## src/rtl/dram_seq_pkg.sv

```systemverilog
package dram_seq_pkg;
  typedef enum logic [1:0] {
    CMD_NOP = 2'b00,
    CMD_PRE = 2'b01,
    CMD_ACT = 2'b10,
    CMD_RD  = 2'b11
  } dram_cmd_e;

  typedef enum logic [1:0] {
    ACC_HIT      = 2'b00,
    ACC_MISS     = 2'b01,
    ACC_CONFLICT = 2'b10
  } acc_class_e;

  typedef enum logic [2:0] {
    PH_IDLE,
    PH_PRE,
    PH_ACT,
    PH_RD,
    PH_DATA,
    PH_CLOSE
  } seq_phase_e;
endpackage

```

## src/rtl/seq_timer.sv

```systemverilog
module seq_timer #(
  parameter int TW = 8
) (
  input  logic          clk_i,
  input  logic          rst_ni,
  input  logic          load_i,
  input  logic [TW-1:0] val_i,
  output logic          expired_o
);
  logic [TW-1:0] cnt_q;

  // a gap of v cycles: zero is reached v cycles after the load; 0 acts as 1
  always_ff @(posedge clk_i or negedge rst_ni) begin
    if (!rst_ni) begin
      cnt_q <= '0;
    end else if (load_i) begin
      cnt_q <= (val_i == '0) ? '0 : val_i - TW'(1);
    end else if (cnt_q != '0) begin
      cnt_q <= cnt_q - TW'(1);
    end
  end

  assign expired_o = (cnt_q == '0);

  a_r10_min_one_cycle: assert property (@(posedge clk_i) disable iff (!rst_ni)
    load_i |=> (expired_o == ($past(val_i) <= TW'(1))));
endmodule

```

## src/rtl/bank_row_tracker.sv

```systemverilog
module bank_row_tracker
  import dram_seq_pkg::*;
#(
  parameter int ROW_W = 14
) (
  input  logic             clk_i,
  input  logic             rst_ni,
  input  logic             cmd_valid_i,
  input  dram_cmd_e        cmd_i,
  input  logic [ROW_W-1:0] act_row_i,
  input  logic [ROW_W-1:0] probe_row_i,
  output logic             open_vld_o,
  output logic [ROW_W-1:0] open_row_o,
  output acc_class_e       class_o
);
  logic             vld_q;
  logic [ROW_W-1:0] row_q;

  always_ff @(posedge clk_i or negedge rst_ni) begin
    if (!rst_ni) begin
      vld_q <= 1'b0;
      row_q <= '0;
    end else if (cmd_valid_i) begin
      if (cmd_i == CMD_ACT) begin
        vld_q <= 1'b1;
        row_q <= act_row_i;
      end else if (cmd_i == CMD_PRE) begin
        vld_q <= 1'b0;
      end
    end
  end

  always_comb begin
    if (!vld_q)                    class_o = ACC_MISS;
    else if (row_q == probe_row_i) class_o = ACC_HIT;
    else                           class_o = ACC_CONFLICT;
  end

  assign open_vld_o = vld_q;
  assign open_row_o = row_q;

  a_r3_pre_needs_open: assert property (@(posedge clk_i) disable iff (!rst_ni)
    (cmd_valid_i && cmd_i == CMD_PRE) |-> vld_q);
  a_r2_act_needs_idle: assert property (@(posedge clk_i) disable iff (!rst_ni)
    (cmd_valid_i && cmd_i == CMD_ACT) |-> !vld_q);
  a_r1_rd_needs_open: assert property (@(posedge clk_i) disable iff (!rst_ni)
    (cmd_valid_i && cmd_i == CMD_RD) |-> vld_q);
endmodule

```

## src/rtl/bank_seq_ctrl.sv

```systemverilog
module bank_seq_ctrl
  import dram_seq_pkg::*;
#(
  parameter int ROW_W = 14,
  parameter int COL_W = 10,
  parameter int TW    = 8,
  parameter int AW    = (ROW_W > COL_W) ? ROW_W : COL_W
) (
  input  logic             clk_i,
  input  logic             rst_ni,
  input  logic             req_valid_i,
  output logic             req_ready_o,
  input  logic [ROW_W-1:0] req_row_i,
  input  logic [COL_W-1:0] req_col_i,
  input  logic             close_page_i,
  input  logic [TW-1:0]    t_rp_i,
  input  logic [TW-1:0]    t_rcd_i,
  input  logic [TW-1:0]    t_cas_i,
  input  acc_class_e       class_i,
  input  logic             open_vld_i,
  input  logic [ROW_W-1:0] open_row_i,
  input  logic             tmr_exp_i,
  output logic             tmr_load_o,
  output logic [TW-1:0]    tmr_val_o,
  output logic             cmd_valid_o,
  output dram_cmd_e        cmd_o,
  output logic [AW-1:0]    cmd_addr_o,
  output logic [ROW_W-1:0] cur_row_o,
  output logic             rsp_valid_o,
  output logic [ROW_W-1:0] rsp_row_o,
  output logic [COL_W-1:0] rsp_col_o,
  output acc_class_e       rsp_class_o
);
  seq_phase_e       phase_q;
  logic [ROW_W-1:0] row_q;
  logic [COL_W-1:0] col_q;
  logic             cp_q;
  logic [TW-1:0]    rp_q, rcd_q, cas_q;
  acc_class_e       cls_q;
  logic             accept;
  seq_phase_e       first_phase;

  assign req_ready_o = (phase_q == PH_IDLE);
  assign accept      = req_valid_i && req_ready_o;

  always_comb begin
    unique case (class_i)
      ACC_HIT:  first_phase = PH_RD;
      ACC_MISS: first_phase = PH_ACT;
      default:  first_phase = PH_PRE;
    endcase
  end

  always_ff @(posedge clk_i or negedge rst_ni) begin
    if (!rst_ni) begin
      phase_q <= PH_IDLE;
      row_q   <= '0;
      col_q   <= '0;
      cp_q    <= 1'b0;
      rp_q    <= '0;
      rcd_q   <= '0;
      cas_q   <= '0;
      cls_q   <= ACC_HIT;
    end else if (accept) begin
      phase_q <= first_phase;
      row_q   <= req_row_i;
      col_q   <= req_col_i;
      cp_q    <= close_page_i;
      rp_q    <= t_rp_i;
      rcd_q   <= t_rcd_i;
      cas_q   <= t_cas_i;
      cls_q   <= class_i;
    end else if (tmr_exp_i) begin
      unique case (phase_q)
        PH_PRE:   phase_q <= PH_ACT;
        PH_ACT:   phase_q <= PH_RD;
        PH_RD:    phase_q <= PH_DATA;
        PH_DATA:  phase_q <= cp_q ? PH_CLOSE : PH_IDLE;
        PH_CLOSE: phase_q <= PH_IDLE;
        default:  phase_q <= phase_q;
      endcase
    end
  end

  // timer: a one-cycle lead-in after accept, then the gap after each command
  always_comb begin
    tmr_load_o = 1'b0;
    tmr_val_o  = TW'(1);
    if (accept) begin
      tmr_load_o = 1'b1;
    end else if (tmr_exp_i) begin
      unique case (phase_q)
        PH_PRE:  begin tmr_load_o = 1'b1; tmr_val_o = rp_q;  end
        PH_ACT:  begin tmr_load_o = 1'b1; tmr_val_o = rcd_q; end
        PH_RD:   begin tmr_load_o = 1'b1; tmr_val_o = cas_q; end
        PH_DATA: begin tmr_load_o = cp_q; tmr_val_o = rp_q;  end
        default: ;
      endcase
    end
  end

  always_comb begin
    cmd_valid_o = 1'b0;
    cmd_o       = CMD_NOP;
    cmd_addr_o  = '0;
    if (tmr_exp_i) begin
      unique case (phase_q)
        PH_PRE: begin
          cmd_valid_o = 1'b1; cmd_o = CMD_PRE; cmd_addr_o = AW'(open_row_i);
        end
        PH_ACT: begin
          cmd_valid_o = 1'b1; cmd_o = CMD_ACT; cmd_addr_o = AW'(row_q);
        end
        PH_RD: begin
          cmd_valid_o = 1'b1; cmd_o = CMD_RD;  cmd_addr_o = AW'(col_q);
        end
        PH_DATA: if (cp_q) begin
          cmd_valid_o = 1'b1; cmd_o = CMD_PRE; cmd_addr_o = AW'(row_q);
        end
        default: ;
      endcase
    end
  end

  assign rsp_valid_o = tmr_exp_i && (phase_q == PH_DATA);
  assign rsp_row_o   = row_q;
  assign rsp_col_o   = col_q;
  assign rsp_class_o = cls_q;
  assign cur_row_o   = row_q;

  a_r7_busy_after_accept: assert property (@(posedge clk_i) disable iff (!rst_ni)
    (req_valid_i && req_ready_o) |=> !req_ready_o);
  a_r9_rsp_single: assert property (@(posedge clk_i) disable iff (!rst_ni)
    rsp_valid_o |=> !rsp_valid_o);
  a_r4_open_row_kept: assert property (@(posedge clk_i) disable iff (!rst_ni)
    (rsp_valid_o && !cp_q) |=> (open_vld_i && open_row_i == $past(row_q)));
  a_r5_close_clears: assert property (@(posedge clk_i) disable iff (!rst_ni)
    (rsp_valid_o && cp_q) |=> !open_vld_i);
endmodule

```

## src/rtl/dram_bank_seq.sv

```systemverilog
module dram_bank_seq
  import dram_seq_pkg::*;
#(
  parameter int ROW_W = 14,
  parameter int COL_W = 10,
  parameter int TW    = 8,
  parameter int AW    = (ROW_W > COL_W) ? ROW_W : COL_W
) (
  input  logic             clk_i,
  input  logic             rst_ni,
  input  logic             req_valid_i,
  output logic             req_ready_o,
  input  logic [ROW_W-1:0] req_row_i,
  input  logic [COL_W-1:0] req_col_i,
  input  logic             close_page_i,
  input  logic [TW-1:0]    t_rp_i,
  input  logic [TW-1:0]    t_rcd_i,
  input  logic [TW-1:0]    t_cas_i,
  output logic             cmd_valid_o,
  output logic [1:0]       cmd_o,
  output logic [AW-1:0]    cmd_addr_o,
  output logic             rsp_valid_o,
  output logic [ROW_W-1:0] rsp_row_o,
  output logic [COL_W-1:0] rsp_col_o,
  output logic [1:0]       rsp_class_o
);
  dram_cmd_e        cmd;
  acc_class_e       cls, rsp_cls;
  logic             open_vld;
  logic [ROW_W-1:0] open_row, cur_row;
  logic             tmr_exp, tmr_load;
  logic [TW-1:0]    tmr_val;

  bank_row_tracker #(.ROW_W(ROW_W)) u_tracker (
    .clk_i       (clk_i),
    .rst_ni      (rst_ni),
    .cmd_valid_i (cmd_valid_o),
    .cmd_i       (cmd),
    .act_row_i   (cur_row),
    .probe_row_i (req_row_i),
    .open_vld_o  (open_vld),
    .open_row_o  (open_row),
    .class_o     (cls)
  );

  seq_timer #(.TW(TW)) u_timer (
    .clk_i     (clk_i),
    .rst_ni    (rst_ni),
    .load_i    (tmr_load),
    .val_i     (tmr_val),
    .expired_o (tmr_exp)
  );

  bank_seq_ctrl #(.ROW_W(ROW_W), .COL_W(COL_W), .TW(TW), .AW(AW)) u_ctrl (
    .clk_i        (clk_i),
    .rst_ni       (rst_ni),
    .req_valid_i  (req_valid_i),
    .req_ready_o  (req_ready_o),
    .req_row_i    (req_row_i),
    .req_col_i    (req_col_i),
    .close_page_i (close_page_i),
    .t_rp_i       (t_rp_i),
    .t_rcd_i      (t_rcd_i),
    .t_cas_i      (t_cas_i),
    .class_i      (cls),
    .open_vld_i   (open_vld),
    .open_row_i   (open_row),
    .tmr_exp_i    (tmr_exp),
    .tmr_load_o   (tmr_load),
    .tmr_val_o    (tmr_val),
    .cmd_valid_o  (cmd_valid_o),
    .cmd_o        (cmd),
    .cmd_addr_o   (cmd_addr_o),
    .cur_row_o    (cur_row),
    .rsp_valid_o  (rsp_valid_o),
    .rsp_row_o    (rsp_row_o),
    .rsp_col_o    (rsp_col_o),
    .rsp_class_o  (rsp_cls)
  );

  assign cmd_o       = cmd;
  assign rsp_class_o = rsp_cls;

  a_r8_strobe_has_code: assert property (@(posedge clk_i) disable iff (!rst_ni)
    cmd_valid_o |-> (cmd_o != 2'b00));
  a_r8_idle_no_strobe: assert property (@(posedge clk_i) disable iff (!rst_ni)
    req_ready_o |-> !cmd_valid_o);
endmodule

```

## config.mk

```make
export PLATFORM = sky130hd
export DESIGN_NAME = dram_bank_seq
export DESIGN_NICKNAME = d
export VERILOG_FILES = /design/src/rtl/dram_seq_pkg.sv /design/src/rtl/seq_timer.sv /design/src/rtl/bank_row_tracker.sv /design/src/rtl/bank_seq_ctrl.sv /design/src/rtl/dram_bank_seq.sv
export SDC_FILE = /design/constraint.sdc
export NUM_CORES = 1
export LEC_CHECK = 0
export ABC_AREA = 1
export BUFFER_PORTS_ARGS = -buffer_cell sky130_fd_sc_hd__buf_2
export CAP_MARGIN = 20
export CORE_MARGIN = 5
export CORE_UTILIZATION = 50
export DETAILED_ROUTE_END_ITERATION = 8
export PLACE_DENSITY = 0.74
export SLEW_MARGIN = 30
export SYNTH_ARGS = -nofsm -noshare
export SYNTH_HDL_FRONTEND = slang
export SYNTH_HIERARCHICAL = 1
export SYNTH_SLANG_ARGS = --single-unit
```

## constraint.sdc

```tcl
create_clock -name clk_i -period 4.14 [get_ports clk_i]
set_input_delay 0.621 -clock clk_i [delete_from_list [all_inputs] [get_ports clk_i]]
set_output_delay 0.621 -clock clk_i [all_outputs]
set_load 0.02 [all_outputs]
```

==> results of run 1 <==
area by class of cell:
cell class | count | share of cell area (%)
repair buffers | 97 | 9.246
well taps | 129 | 3.020
clock buffers | 12 | 2.715
multi-input cells | 433 | 39.86
inverters | 116 | 8.497
clock inverters | 4 | 0.6086
flip-flops and latches | 77 | 36.05
power by group through the flow:
stage	logic [mW]	clock network, mW	registers [mW]
finish	0.0615	0.520	0.751
detailed placement	0.0623	0	0.766
global placement	0.0613	0	0.766
global route	0.0717	0.570	0.751
floorplan	0.0170	0	0.767
CTS	0.0627	0.530	0.751
cell families (layout without fill, tap and decap cells):
kind of cell | after synthesis | count (layout) | synth area share (%)
muxes | 3 | 3 | 0.9446
and+or+nand+nor | 322 | 322 | 29.34
xor gates and xnor gates | 4 | 4 | 0.7348
DFF | 77 | 77 | 40.41
AOI/OAI and AO/OA | 98 | 98 | 12.10
buffers and inverters | 153 | 229 | 14.90
adders and majority gates | 6 | 6 | 1.574
cells in the final DEF, fill, tap and decap left out, types with 4 or more instances in the layout:
master / synthesis / final
o21ai_2: 4 / 4
inv_1: 111 / 111
nand2_1: 187 / 187
ha_1: 6 / 6
nor2_4: 5 / 5
dfrtp_1: 77 / 77
a21oi_2: 16 / 16
nand3_1: 48 / 48
a21oi_1: 21 / 21
clkbuf_8: 0 / 10
nor2_1: 68 / 68
o21ai_1: 16 / 16
buf_2: 4 / 95
o21ai_0: 40 / 40
layer usage:
metal	up-vias	track usage (%)	wire length (microns)
met5	-	0	0
met4	0	7.574	211
met3	17	2.819	555
met2	125	33.57	5473
met1	1974	26.60	5166
li1	2162	-	-
metrics by stage:
step | util [%] | cells
2_1_floorplan | - | 663
3_3_place_gp | 55.62 | 852
3_5_place_dp | 55.62 | 852
4_1_cts | 57.53 | 868
5_1_grt | 57.57 | 868
6_report | 57.57 | 868
worst max path at each step:
stage / slack (ns) / to / depth (start not counted)
detailed placement: 1.42 / u_timer/cnt_q[0] / 15
floorplan: 1.69 / cmd_addr_o[5] / 10
CTS: 1.10 / cmd_addr_o[1] / 7
finish: 1.06 / cmd_addr_o[3] / 8
global placement: 1.58 / u_timer/cnt_q[4] / 12
global route: 0.87 / cmd_addr_o[2] / 7
flip-flops by register name (all words and copies together), names as in the netlist:
signal and count:
u_tracker/open_vld_o 1, u_ctrl/rsp_col_o 10, u_timer/cnt_q 8, u_tracker/open_row_o 14, u_ctrl/rp_q 8, u_ctrl/rcd_q 8
u_ctrl/cur_row_o 14, u_ctrl/cp_q 1, u_ctrl/rsp_class_o 2, u_ctrl/phase_q 3, u_ctrl/cas_q 8
==> results.md, run 1 <==
* Outcome: finished, final reports clean
* Reg2Reg Depth at 15
* Switching share of total power at 23.88%
* Placement Cell Area at 5164 sq um
* GRT Total Usage at 20.15%
* Die height at 107.7 microns
* Most numerous cell in the Yosys netlist: nand2_1
* CP required at 3.52 ns
* Via/cell ratio at 4.929
* Ys async rst share at 100.0%
* Cells after Synth at 663
* Largest net degree at the start of global routing at 78
* Inserted Diodes at 0
* Initial DRC count at 196
* Site Rows at 35
* Leakage Power at 3.017 nW
* Setup WS post-layout at 1.059 ns
* CTS tree: done
* I/O pins at 97
* Period minus WS final at 3.081 ns
* First-pass GRT wire length at 18.97 mm
* Max-slew violation total from the final report at 0
* Placer Congestion at 0.8628
* Total iterations of the first detailed-routing run at 5
* Full die area at 11590 sq um
* Sequential cell area at 1927 sq um
* Critical setup path kind: flop to primary output
* HP Class: input port to async pin
* DP HPWL at 8.460 mm
* Total Wirelength at 11.41 mm
* Area leader, netlist: dfrtp_1
* Post-CTS setup buffers at 0
* Power, Total at 1.333 mW
* Hold_ws at 0.2871 ns
* Pre-CTS WS at 1.424 ns
* Hold_buf cts at 0
* Area grow syn2layout at 12.10%
* Initial Utilization at 51.36%
* Clock-pin slew on the worst setup and hold paths at 0.09 ns
* Mapped Avg Cell Area at 7.192 sq um
* Cell Area, Synth at 4768 sq um
* Critical Path AT at 2.46 ns
* Cell family with most CP delay: flip-flops
* Power share of the clock group at 39.0%
* PortBufs at 96
* RSZ-0062 raised after global routing: no
* Pint at 1.014 mW
* Sequential share of the synthesized area at 40.41%
* Multi-input combinational cell area at 2131 sq um
* Peak supply drop at 0.0001449 V
* Final worst-path cycle share at 74.42%
* Seq cells post-synth at 77
* Share of the synthesized area in the top cell type at 40.41%
* Cts repair resizes at 0
* Total Nets Final at 792
* Number of library cell types mapped by synthesis at 34
* Clk buf depth at 2
* Worst-margin pin slew at 0.7602 ns
* Commonest cells post-synth: nand2_1, inv_1, dfrtp_1
* Critical path buffers and inverters at 3
* Cell Chain, Critical Path: inv_1 > nand3_2 > inv_2 > nand2_1 > nand2_1 > nor2_1 > nor2_1 > buf_2
* Max Freq at 324.6 MHz
* Crit path from: u_ctrl/phase_q[1]
* Fin area at 5345 sq um
* Drt drc at 0
* Layout cells sized above 1 at 21.24%
* CTS Buf Count at 9
* Rel. slew slack at 49.32%
* Sequential Power Share at 56.4%
* Largest cells by area after synthesis: dfrtp_1, nand2_1, inv_1
* WL per Instance at 13.14 microns
* Sum Neg Setup Slack at 0 ns
* Vias in the first global route at 4054
* Crit-path slowest cell: dfrtp_1
* Number of fill cells at 891
* Die Wd at 107.7 microns
* Worst skew pair latency at 0.35 ns
* R2R Path End: u_timer/cnt_q[0]
* Final setup viols at 0
* Clock skew at 0.01259 ns
* Maxcap violations at 0
* H-tree levels at 3
* P_sw at 318.3 uW
* CP max stage delay at 0.84 ns
* Core area at 9284 sq um
* EDFF count, synth at 0
* Startpoint types: flop
* Sink Count at 77
* Synth Warn # at 6
* Antenna Nets Post-Route at 0
* Reg2reg setup slack at 1.34 ns
* Crit end category: primary output
* Logic pwr share at 4.6%
* Fin. Hold Viols at 0
* Total congestion overflow at 0
* Vias after detailed routing at 4278
* Worst Path Max Fanout at 23
* Root Driver: clkbuf_8
* Top FF cell, synth: dfrtp_1
* Initial antenna violation count at 0
* Syn Nets at 721
* PwrDens at 249.3 nW/um^2
* Reg-to-reg startpoint: u_ctrl/phase_q[1]
(Power assumes the default switching activity.)
==> inputs of run 2 (changes only) <==
==> constraint.sdc (replaced) <==
create_clock -name clk_i -period 3 [get_ports clk_i]
set_input_delay 0.45 -clock clk_i [delete_from_list [all_inputs] [get_ports clk_i]]
set_output_delay 0.45 -clock clk_i [all_outputs]
set_load 0.02 [all_outputs]
==> results.md, run 2 (synthesis results as in run 1) <==
* Outcome: finished, final reports clean
* CP max stage delay at 0.40 ns (-0.44 ns)
* Cts repair resizes at 0 (unchanged)
* I/O pins at 97 (unchanged)
* Initial antenna violation count at 0 (unchanged)
* Setup WS post-layout at 0.2266 ns (-0.8325 ns)
* Total Nets Final at 796 (+0.51%)
* Multi-input combinational cell area at 2131 sq um (unchanged)
* Crit path from: u_timer/cnt_q[0]
* Initial Utilization at 51.36% (unchanged)
* Antenna Nets Post-Route at 0 (unchanged)
* Total Wirelength at 10.90 mm (-4.4%)
* Clock-pin slew on the worst setup and hold paths at 0.09 ns (about the same)
* Worst Path Max Fanout at 11 (-52%)
* Layout cells sized above 1 at 21.80% (+0.56 points)
* Critical Path AT at 2.32 ns (-0.14 ns)
* Fin. Hold Viols at 0 (unchanged)
* Post-Layout Cell Count at 872 (+0.46%)
* Most frequent cells in the layout: nand2_1, inv_1, buf_2
* Total congestion overflow at 0 (unchanged)
* Drt drc at 0 (unchanged)
* Leakage Power at 3.047 nW (+0.96%)
* Most common cell after layout, fill and taps aside: nand2_1
* Placer Congestion at 0.8568 (-0.70%)
* Max-slew violation total from the final report at 0 (unchanged)
* CTS Buf Count at 9 (unchanged)
* H-tree levels at 3 (unchanged)
* Sink Count at 77 (unchanged)
* Period minus WS final at 2.773 ns
* Critical setup path kind: flop to primary output
* Core area at 9284 sq um (unchanged)
* Site Rows at 35 (unchanged)
* Full die area at 11590 sq um (unchanged)
* Power, Total at 1.912 mW (+43%)
* GRT Total Usage at 19.42% (-0.73 points)
* Die height at 107.7 microns (unchanged)
* CP required at 2.55 ns (-0.97 ns)
* HP Class: input port to async pin
* Peak supply drop at 0.0001619 V (+12%)
* PortBufs at 96 (unchanged)
* DP HPWL at 8.146 mm (-3.7%)
* Initial DRC count at 256 (+31%)
* Clk buf depth at 2 (unchanged)
* Reg2reg setup slack at 0.48 ns (-0.86 ns)
* Reg2Reg Depth at 18 (+3)
* Pre-CTS WS at 0.5014 ns (-0.9224 ns)
* Inserted Diodes at 0 (unchanged)
* Placed instance count at 856 (+0.47%)
* Largest net degree at the start of global routing at 78 (unchanged)
* Sum Neg Setup Slack at 0 ns (unchanged)
* Total iterations of the first detailed-routing run at 5 (unchanged)
* Sequential cell area at 1927 sq um (unchanged)
* Hold_buf cts at 0 (unchanged)
* Worst-margin pin slew at 0.6821 ns (-0.07811 ns)
* Crit end category: primary output
* Final worst-path cycle share at 92.45%
* Crit-path slowest cell: dfrtp_1
* RSZ-0062 raised after global routing: no
* Clock skew at 0.01116 ns (-0.001427 ns)
* Worst skew pair latency at 0.35 ns (about the same)
* Die Wd at 107.7 microns (unchanged)
* Hold_ws at 0.1210 ns (-0.1661 ns)
* PwrDens at 354.3 nW/um^2 (+42%)
* CTS tree: done
* Crit path to: cmd_addr_o[8]
* Final setup viols at 0 (unchanged)
* Max Freq at 360.6 MHz
* Area grow syn2layout at 13.17%
* Via/cell ratio at 4.843 (-1.7%)
* First-pass GRT wire length at 18.30 mm (-3.5%)
* Startpoint types: flop
* Cell Chain, Critical Path: inv_1 > ha_1 > inv_2 > nor2_4 > nand4_4 > nor2_4 > inv_1 > a21oi_1 > buf_2
* Vias in the first global route at 3991 (-1.6%)
* WL per Instance at 12.50 microns (-4.9%)
* Maxcap violations at 0 (unchanged)
* Post-CTS setup buffers at 0 (unchanged)
* Number of fill cells at 902 (+1.2%)
* Root Driver: clkbuf_8
* R2R Path End: u_timer/cnt_q[0]
* Rel. slew slack at 54.53% (+5.2 points)
* Reg-to-reg startpoint: u_timer/cnt_q[0]
* Vias after detailed routing at 4223 (-1.3%)
run 2: cell count changes in the layout (fill, tap and decap cells not counted), sizes merged:
cell | previous run | this run
clkinv | 2 | 3
buf | 97 | 101
clkbuf | 12 | 10
bufinv | 1 | 2
run 2: final cells by class:
type                    instances  share of cell area, %
well taps                     129                  2.991
repair buffers                101                  9.715
multi-input cells             433                  39.49
inverters                     116                  8.416
clock buffers                  10                  2.365
flip-flops and latches         77                  35.71
clock inverters                 6                  1.322
run 2: how the worst min path moves through the flow:
| stage | start | endpoint | slack, ns |
|---|---|---|---|
| floorplan | rst_ni | u_ctrl/cas_q[0] | 0.15 |
| global placement | u_ctrl/rp_q[7] | u_ctrl/rp_q[7] | 0.47 |
| detailed placement | u_ctrl/rp_q[4] | u_ctrl/rp_q[4] | 0.48 |
| CTS | rst_ni | u_ctrl/cur_row_o[7] | 0.28 |
| global route | rst_ni | u_ctrl/cur_row_o[7] | 0.16 |
| finish | rst_ni | u_ctrl/cur_row_o[7] | 0.12 |
run 2: critical path, delay by kind of cell (launching register included):
| family | cells | cell delay (ns) |
|---|---|---|
| DFF | 1 | 0.40 |
| adders and majority gates | 1 | 0.19 |
| buffers and inverters | 4 | 0.63 |
| and+or+nand+nor | 3 | 0.57 |
| AOI/OAI and AO/OA | 1 | 0.19 |
run 2: where the power goes:
group          internal [mW]  total [mW]  switching, mW
Combinational         0.0349      0.0849         0.0501
Sequential              1.04        1.04              0
Clock                  0.390       0.790          0.400
run 2: through the flow:
step	area, sq um	utilization (%)
floorplan	4768	-
global placement	5194	55.94
detailed placement	5194	55.94
CTS	5393	58.09
global route	5396	58.13
finish	5396	58.13
run 2: per-layer routing:
metal	routed length [microns]	up-vias	track usage, %	share of wire [%]
met3	678	10	3.659	6.2
met4	123	0	7.124	1.1
met5	0	-	0	0
li1	-	2171	-	-
met2	5148	136	30.24	47
met1	4952	1906	26.94	45
==> inputs of run 3 (changes only) <==
--- a/config.mk
+++ b/config.mk
@@ -11,7 +11,7 @@
 export CORE_MARGIN = 5
 export CORE_UTILIZATION = 50
 export DETAILED_ROUTE_END_ITERATION = 8
-export PLACE_DENSITY = 0.74
+export PLACE_DENSITY = 0.75
 export SLEW_MARGIN = 30
 export SYNTH_ARGS = -nofsm -noshare
 export SYNTH_HDL_FRONTEND = slang
==> results.md, run 3 (synthesis results as in run 1) <==
* Outcome: finished, final reports clean
* PwrDens at 368.4 nW/um^2 (+4.0%)
* Sequential cell area at 1927 sq um (unchanged)
* Hold_ws at 0.1142 ns (-0.006826 ns)
* CTS Buf Count at 9 (unchanged)
* Top routing layer used: met4
* Most used cell, CP: nor2_4
* Crit-path slowest cell: dfrtp_1
* Initial Utilization at 51.36% (unchanged)
* Total congestion overflow at 0 (unchanged)
* Critical setup path kind: flop to primary output
* PortBufs at 96 (unchanged)
* Peak supply drop at 0.0001986 V (+23%)
* Critical path buffers and inverters at 5 (+1)
* Vias after detailed routing at 4192 (-0.73%)
* Layout cells sized above 1 at 21.97% (+0.16 points)
* Critical Path AT at 2.37 ns (+0.05 ns)
* Sink Count at 77 (unchanged)
* Sum Neg Setup Slack at 0 ns (unchanged)
* RSZ-0062 raised after global routing: no
* H-tree levels at 3 (unchanged)
* Most common cell after layout, fill and taps aside: nand2_1
* CP max stage delay at 0.40 ns (about the same)
* Total Nets Final at 795 (-0.13%)
* Via/cell ratio at 4.813 (-0.62%)
* Placement Cell Area at 5191 sq um (about the same)
* Fin area at 5430 sq um (+0.63%)
* Worst-margin pin slew at 0.6825 ns (+0.0003985 ns)
* Core area at 9284 sq um (unchanged)
* Hold_buf cts at 0 (unchanged)
* Most frequent cells in the layout: nand2_1, inv_1, buf_2
* Max Freq at 354.3 MHz (-1.7%)
* Startpoint types: flop
* Initial DRC count at 297 (+16%)
* Clk buf depth at 2 (unchanged)
* Pre-CTS WS at 0.4386 ns (-0.06276 ns)
* Placed instance count at 854 (-0.23%)
* Largest net degree at the start of global routing at 85 (+9.0%)
* Final worst-path cycle share at 94.08% (+1.6 points)
* Placer Congestion at 0.8199 (-4.3%)
* HP Class: input port to async pin
* Setup WS post-layout at 0.1777 ns (-0.04886 ns)
* Leakage Power at 3.068 nW (+0.70%)
* DRT met1 WL at 4.941 mm (-0.22%)
* Cell Chain, Critical Path: inv_1 > ha_1 > inv_2 > nor2_4 > nand4_4 > nor2_4 > clkinvlp_4 > buf_4 > a21oi_1 > buf_2
* Worst Path Max Fanout at 11 (unchanged)
* Antenna Nets Post-Route at 0 (unchanged)
* Power, Total at 2.000 mW (+4.6%)
* Inserted Diodes at 0 (unchanged)
* Clock skew at 0.01539 ns (+0.004226 ns)
* Area grow syn2layout at 13.88%
* Total iterations of the first detailed-routing run at 5 (unchanged)
* Met3 Wirelength at 530 microns (-22%)
* DP HPWL at 8.182 mm (+0.44%)
* Post-Layout Cell Count at 871 (-0.11%)
* Rel. slew slack at 54.50% (about the same)
* CP required at 2.55 ns (about the same)
* Clock-pin slew on the worst setup and hold paths at 0.09 ns (about the same)
* Multi-input combinational cell area at 2131 sq um (unchanged)
* Met2 WL at 5.466 mm (+6.2%)
* Maxcap violations at 0 (unchanged)
* Final setup viols at 0 (unchanged)
* Period minus WS final at 2.822 ns (+0.04886 ns)
* Util after Layout at 58.49% (+0.36 points)
* CTS tree: done
* First-pass GRT wire length at 18.49 mm (+1.0%)
* Fin. Hold Viols at 0 (unchanged)
* Number of fill cells at 889 (-1.4%)
* Die height at 107.7 microns (unchanged)
* Max-slew violation total from the final report at 0 (unchanged)
* Vias in the first global route at 4040 (+1.2%)
* WL per Instance at 12.68 microns (+1.4%)
* Die Wd at 107.7 microns (unchanged)
* Initial antenna violation count at 0 (unchanged)
* Cell family with most CP delay: buffers and inverters
* Full die area at 11590 sq um (unchanged)
* Drt drc at 0 (unchanged)
* Worst skew pair latency at 0.35 ns (about the same)
* I/O pins at 97 (unchanged)
* Root Driver: clkbuf_8
* Site Rows at 35 (unchanged)
* Total Wirelength at 11.04 mm (+1.3%)
* Crit end category: primary output
* GRT Total Usage at 19.74% (+0.32 points)
## run 3: cell types whose count changed in the layout (fill, tap and decap cells not counted), sizes merged
cell	previous run	this run
buf	101	100
bufinv	2	3
clkinv	3	4
inv	115	113
## run 3: power breakdown
part / internal, mW / switching [mW] / leakage [nW]
clock: 0.490 / 0.389 / 0.112
sequential: 1.04 / 0 / 1.02
combinational: 0.0348 / 0.0497 / 1.93
total: 1.56 / 0.439 / 3.07
## run 3: layer usage
metal / vias up / GRT usage [%]
met4: 0 / 6.312
li1: 2166 / -
met2: 119 / 32.95
met5: - / 0
met3: 7 / 2.939
met1: 1900 / 26.36
## run 3: final timing paths
check	startpoint	end	slack, ns	depth (start not counted)
worst max-delay path	u_timer/cnt_q[0]	cmd_addr_o[8]	0.18	10
worst min-delay path	rst_ni	u_tracker/open_row_o[7]	0.11	1
worst max register to register	u_timer/cnt_q[0]	u_tracker/open_row_o[1]	0.38	12
worst min register to register	u_ctrl/rcd_q[7]	u_ctrl/rcd_q[7]	0.49	2
max in group asynchronous	rst_ni	u_timer/cnt_q[1]	2.41	1
min in group clk_i	t_cas_i[3]	u_ctrl/cas_q[3]	0.32	3
## run 3: final cells by class
class | count | area share (%)
clock buffers | 10 | 2.535
clock inverters | 6 | 1.590
well taps | 129 | 2.972
flip-flops and latches | 77 | 35.48
inverters | 116 | 8.433
multi-input cells | 433 | 39.24
repair buffers | 100 | 9.747
## run 3: worst reg2reg max path: cells and delay by family, from the launching register on
family	cells	cell delay, ns
mux	1	0.34
simple gates	5	1.03
buf+inv	4	0.30
flops	1	0.40
fa+ha+maj	2	0.44
## run 3: timing repair
action | CTS | global route
setup buffers | 0 | 1
resized for setup | 0 | 1
setup endpoints to repair | 0 | 2
